**src/rtl/xing_pkg.sv**
```systemverilog
package xing_pkg;

   typedef enum logic [1:0] {
      LAMP_RED = 2'b00,
      LAMP_YEL = 2'b01,
      LAMP_GRN = 2'b10
   } lamp_e;

   typedef enum logic [1:0] {
      PH_HWY_GO,
      PH_HWY_WARN,
      PH_FARM_GO,
      PH_FARM_WARN
   } phase_e;

endpackage

```
**src/rtl/xing_interval_timer.sv**
```systemverilog
module xing_interval_timer #(
   parameter int LONG_CYC  = 20,
   parameter int SHORT_CYC = 4
) (
   input  logic clk,
   input  logic restart,
   output logic long_done,
   output logic short_done
);
   localparam int CW = $clog2(LONG_CYC + 1);
   localparam logic [CW-1:0] LONG_LIM  = CW'(LONG_CYC);
   localparam logic [CW-1:0] SHORT_LIM = CW'(SHORT_CYC);

   // elaboration-time parameter checks
   if (SHORT_CYC < 1) begin : g_bad_short
      $error("SHORT_CYC must be at least 1");
   end
   if (LONG_CYC <= SHORT_CYC) begin : g_bad_long
      $error("LONG_CYC must exceed SHORT_CYC");
   end

   logic [CW-1:0] cnt_q;

   // saturating count of cycles since the last restart
   always_ff @(posedge clk) begin
      if (restart)
         cnt_q <= '0;
      else if (cnt_q != LONG_LIM)
         cnt_q <= cnt_q + CW'(1);
   end

   assign long_done  = (cnt_q >= LONG_LIM);
   assign short_done = (cnt_q >= SHORT_LIM);
endmodule

```
**src/rtl/xing_phase_fsm.sv**
```systemverilog
module xing_phase_fsm
   import xing_pkg::*;
(
   input  logic   clk,
   input  logic   rst,
   input  logic   car_wait,
   input  logic   long_done,
   input  logic   short_done,
   output phase_e phase_nxt,
   output logic   move
);
   phase_e phase_q;

   always_comb begin
      phase_nxt = phase_q;
      if (rst) begin
         phase_nxt = PH_HWY_GO;
      end else begin
         unique case (phase_q)
            PH_HWY_GO:    if (car_wait && long_done)   phase_nxt = PH_HWY_WARN;
            PH_HWY_WARN:  if (short_done)              phase_nxt = PH_FARM_GO;
            PH_FARM_GO:   if (!car_wait || long_done)  phase_nxt = PH_FARM_WARN;
            PH_FARM_WARN: if (short_done)              phase_nxt = PH_HWY_GO;
            default:                                   phase_nxt = PH_HWY_GO;
         endcase
      end
   end

   // reset counts as a restart even when the phase is unchanged
   assign move = rst || (phase_nxt != phase_q);

   always_ff @(posedge clk) begin
      phase_q <= phase_nxt;
   end
endmodule

```
**src/rtl/xing_lamp_drive.sv**
```systemverilog
module xing_lamp_drive
   import xing_pkg::*;
(
   input  logic       clk,
   input  phase_e     phase_nxt,
   output logic [1:0] hwy_light,
   output logic [1:0] farm_light
);
   lamp_e hwy_d, farm_d;

   always_comb begin
      hwy_d  = LAMP_RED;
      farm_d = LAMP_RED;
      unique case (phase_nxt)
         PH_HWY_GO:    hwy_d  = LAMP_GRN;
         PH_HWY_WARN:  hwy_d  = LAMP_YEL;
         PH_FARM_GO:   farm_d = LAMP_GRN;
         PH_FARM_WARN: farm_d = LAMP_YEL;
         default:      hwy_d  = LAMP_GRN;
      endcase
   end

   always_ff @(posedge clk) begin
      hwy_light  <= hwy_d;
      farm_light <= farm_d;
   end
endmodule

```
**src/rtl/xing_signal_ctrl.sv**
```systemverilog
module xing_signal_ctrl
   import xing_pkg::*;
#(
   parameter int LONG_CYC  = 20,
   parameter int SHORT_CYC = 4
) (
   input  logic       clk,
   input  logic       rst,
   input  logic       car_wait,
   output logic [1:0] hwy_light,
   output logic [1:0] farm_light,
   output logic       tmr_start
);
   logic   long_done, short_done, move;
   phase_e phase_nxt;

   xing_interval_timer #(
      .LONG_CYC  (LONG_CYC),
      .SHORT_CYC (SHORT_CYC)
   ) u_timer (
      .clk        (clk),
      .restart    (move),
      .long_done  (long_done),
      .short_done (short_done)
   );

   xing_phase_fsm u_fsm (
      .clk        (clk),
      .rst        (rst),
      .car_wait   (car_wait),
      .long_done  (long_done),
      .short_done (short_done),
      .phase_nxt  (phase_nxt),
      .move       (move)
   );

   xing_lamp_drive u_lamp (
      .clk        (clk),
      .phase_nxt  (phase_nxt),
      .hwy_light  (hwy_light),
      .farm_light (farm_light)
   );

   // start pulse lines up with the cleared count in the new phase
   always_ff @(posedge clk) begin
      tmr_start <= move;
   end
endmodule

```
**config.mk**
```make
export PLATFORM = sky130hd
export DESIGN_NAME = xing_signal_ctrl
export DESIGN_NICKNAME = d
export VERILOG_FILES = /design/src/rtl/xing_pkg.sv /design/src/rtl/xing_interval_timer.sv /design/src/rtl/xing_phase_fsm.sv /design/src/rtl/xing_lamp_drive.sv /design/src/rtl/xing_signal_ctrl.sv
export SDC_FILE = /design/constraint.sdc
export NUM_CORES = 1
export LEC_CHECK = 0
export BUFFER_PORTS_ARGS = -buffer_cell sky130_fd_sc_hd__buf_2
export CORE_MARGIN = 2
export CORE_UTILIZATION = 30
export CTS_CLUSTER_DIAMETER = 60
export DETAILED_ROUTE_END_ITERATION = 10
export GPL_ROUTABILITY_DRIVEN = 0
export PLACE_DENSITY = 0.46
export SLEW_MARGIN = 40
export SYNTH_ARGS = -nofsm -noshare
export SYNTH_HDL_FRONTEND = slang
export SYNTH_HIERARCHICAL = 1
export SYNTH_SLANG_ARGS = --single-unit
```
**constraint.sdc**
```tcl
create_clock -name clk -period 2.7 [get_ports clk]
set_input_delay 0.405 -clock clk [delete_from_list [all_inputs] [get_ports clk]]
set_output_delay 0.405 -clock clk [all_outputs]
set_load 0.05 [all_outputs]
```
==> results.json <==
{
  "clk_path_buf_depth": 2,
  "grtUsageMet2": 0.121,
  "cts_resized": 0,
  "die_w_um": 45.7,
  "crit_type": "register to register",
  "antenna_found_initial": 0,
  "rsz0062_at_grt": "false",
  "hold_viol": 0,
  "path_max_fanout": 9,
  "ioPinCount": 8,
  "outcome": "finished, final reports clean",
  "endpoint_kind": "register",
  "cts_sinks": 12,
  "grt_pass1_wl_um": 1350,
  "cts_made_buffers": 3,
  "final_nets": 66,
  "synth_seq_area_share": 0.462,
  "ant_nets": 0,
  "p_per_area_nw_per_um2": 531,
  "firstDrtPassIters": 2,
  "via_per_inst": 4.55,
  "cts_setup_buffers": 0,
  "avgSynthCellArea_sq_um": 10.6,
  "cts_tree": "built",
  "hold_slack_ps": 407,
  "routed_wl_um": 797,
  "htreeDepth": 1,
  "grt_max_degree": 10,
  "syn_inst": 49,
  "yosysWarnings": 6,
  "grt_overflow_total": 0,
  "grt_usage": 0.0956,
  "busiest_layer": "met1",
  "cts_hold_buffers": 0,
  "relSlewSlack": 0.590,
  "met1_usage": 0.129,
  "layout.cells.non_filler": 76,
  "antennaDiodeCount": 0,
  "holdCritPathClass": "input port to register",
  "clk_latency_ps": 260,
  "vdd_drop_max_uv": 254,
  "die_y_um": 45.7,
  "initial_core_util": 0.312,
  "max-cap-violations": 0,
  "critPathArrivalTime_ps": 1870,
  "cts_root_buf": "clkbuf_4",
  "fin_crit_ps": 1690,
  "layout-drive-gt1-share": 0.305,
  "drtIter0Drc": 1,
  "synth-seq-cells": 12,
  "fin_crit_sh": 0.625,
  "synth_nets": 54,
  "syn_area_sq_um": 520,
  "setup_viol": 0,
  "r2r_slack_ps": 1010,
  "dp_hpwl_um": 576,
  "vias": 346,
  "io_buffers": 7,
  "core_area_sq_um": 1670,
  "grtUsageMet3": 0.0238,
  "fmax_ghz": 0.593,
  "tns_ps": 0,
  "synth_cell_types": 25,
  "worstMarginPinSlew_ps": 614,
  "placed_cells": 73,
  "path_clk_slew_ps": 70,
  "areaGrowthSynthToFinish_pct": 15.1,
  "drc": 0,
  "wl_per_cell_um": 10.5,
  "p_leak_nw": 0.272,
  "grt_pass1_vias": 301,
  "cp.required_ps": 2880,
  "skew_ps": 2.00,
  "rows": 15,
  "cp-start-kind": "register",
  "drv_slew": 0,
  "die_area_sq_um": 2080
}
==> critical path: stages, from the launching register on <==
cell,delay [ps]
dfxtp_1,370
or3_2,510
nor3b_1,210
a21oi_1,160
o21bai_1,240
nor4_2,120
==> final timing paths <==
kind	startpoint	endpoint	depth (start not counted)
worst max register to register	u_timer/cnt_q[2]	u_timer/cnt_q[3]	5
worst min register to register	u_timer/cnt_q[1]	u_timer/cnt_q[1]	2
worst max-delay path	u_timer/cnt_q[2]	u_timer/cnt_q[3]	5
worst min-delay path	rst	u_fsm/phase_q[1]	2
==> routing by layer <==
layer  vias to the layer above  wire, um
li1                        188         -
met1                       153       432
met2                         3       334
met3                         2        17
met4                         0        12
met5                         -         0
==> per-stage QoR <==
step | power (mW) | setup WS, ps | instance area [sq um] | util
3_3_place_gp | 0.216 | 1040 | 577 | 0.345
5_1_grt | 0.337 | 901 | 599 | 0.359
6_report | 0.318 | 1010 | 599 | 0.359
2_1_floorplan | 0.209 | 1150 | 520 | -
3_5_place_dp | 0.216 | 1020 | 577 | 0.345
4_1_cts | 0.325 | 999 | 599 | 0.359
==> cell usage in the layout, fill, tap and decap left out, types with 2 or more instances in the layout <==
master     n
nand2b_1   2
dfxtp_1   12
mux2i_1    2
clkbuf_4   3
nor2b_1    3
nor2_1     4
ha_1       2
buf_2      7
a21oi_1    4
inv_1      3
==> synth_stat cells <==
master / count / area (sq um)
xor2_1: 1 / 8.76
mux2i_1: 2 / 20.0
o21bai_1: 1 / 7.51
a21bo_1: 1 / 10.0
nand3b_1: 1 / 7.51
and2_2: 1 / 7.51
nor2b_1: 3 / 18.8
a21oi_1: 4 / 20.0
or3_2: 1 / 7.51
mux2_4: 1 / 15.0
o21a_1: 1 / 7.51
dfxtp_1: 12 / 240
and2b_2: 1 / 8.76
and4b_4: 1 / 13.8
a21o_1: 1 / 7.51
nor3b_1: 1 / 7.51
nand3_1: 1 / 5.00
mux2_2: 1 / 11.3
o21ba_1: 1 / 10.0
nand2b_1: 2 / 12.5
ha_1: 2 / 25.0
and4_2: 1 / 10.0
nor4_2: 1 / 12.5
inv_1: 3 / 11.3
nor2_1: 4 / 15.0
==> where the power goes <==
group	internal, mW	total (mW)	switching (mW)
Clock	0.0514	0.106	0.0549
Sequential	0.182	0.188	0.00587
Combinational	0.0115	0.0242	0.0128
Total	0.245	0.318	0.0735
==> logic make-up (layout without fill, tap and decap cells) <==
| logic type | after synthesis | count (layout) | share of synthesized area |
|---|---|---|---|
| multiplexers | 4 | 4 | 0.0889 |
| adder cells (fa/ha/maj) | 2 | 2 | 0.0481 |
| XOR/XNOR | 1 | 1 | 0.0168 |
| buffers and inverters | 3 | 13 | 0.0216 |
| AND/OR/NAND/NOR | 18 | 18 | 0.243 |
| AO/OA/AOI/OAI | 9 | 9 | 0.120 |
| flip-flops | 12 | 12 | 0.462 |
==> state kept, by name, summed over array words and instances, names as in the netlist <==
name and flops:
u_timer/cnt_q 5, u_lamp/farm_light 2, tmr_start 1, u_lamp/hwy_light 2, u_fsm/phase_q 2
==> layout make-up <==
| cell class | count | area, sq um |
|---|---|---|
| Tap cell | 17 | 21.3 |
| Sequential cell | 12 | 240 |
| Multi-Input combinational cell | 34 | 269 |
| Clock buffer | 3 | 22.5 |
| Inverter | 3 | 11.3 |
| Timing Repair Buffer | 7 | 35.0 |
| Fill cell | 177 | 1070 |
(Power assumes the default switching activity.)
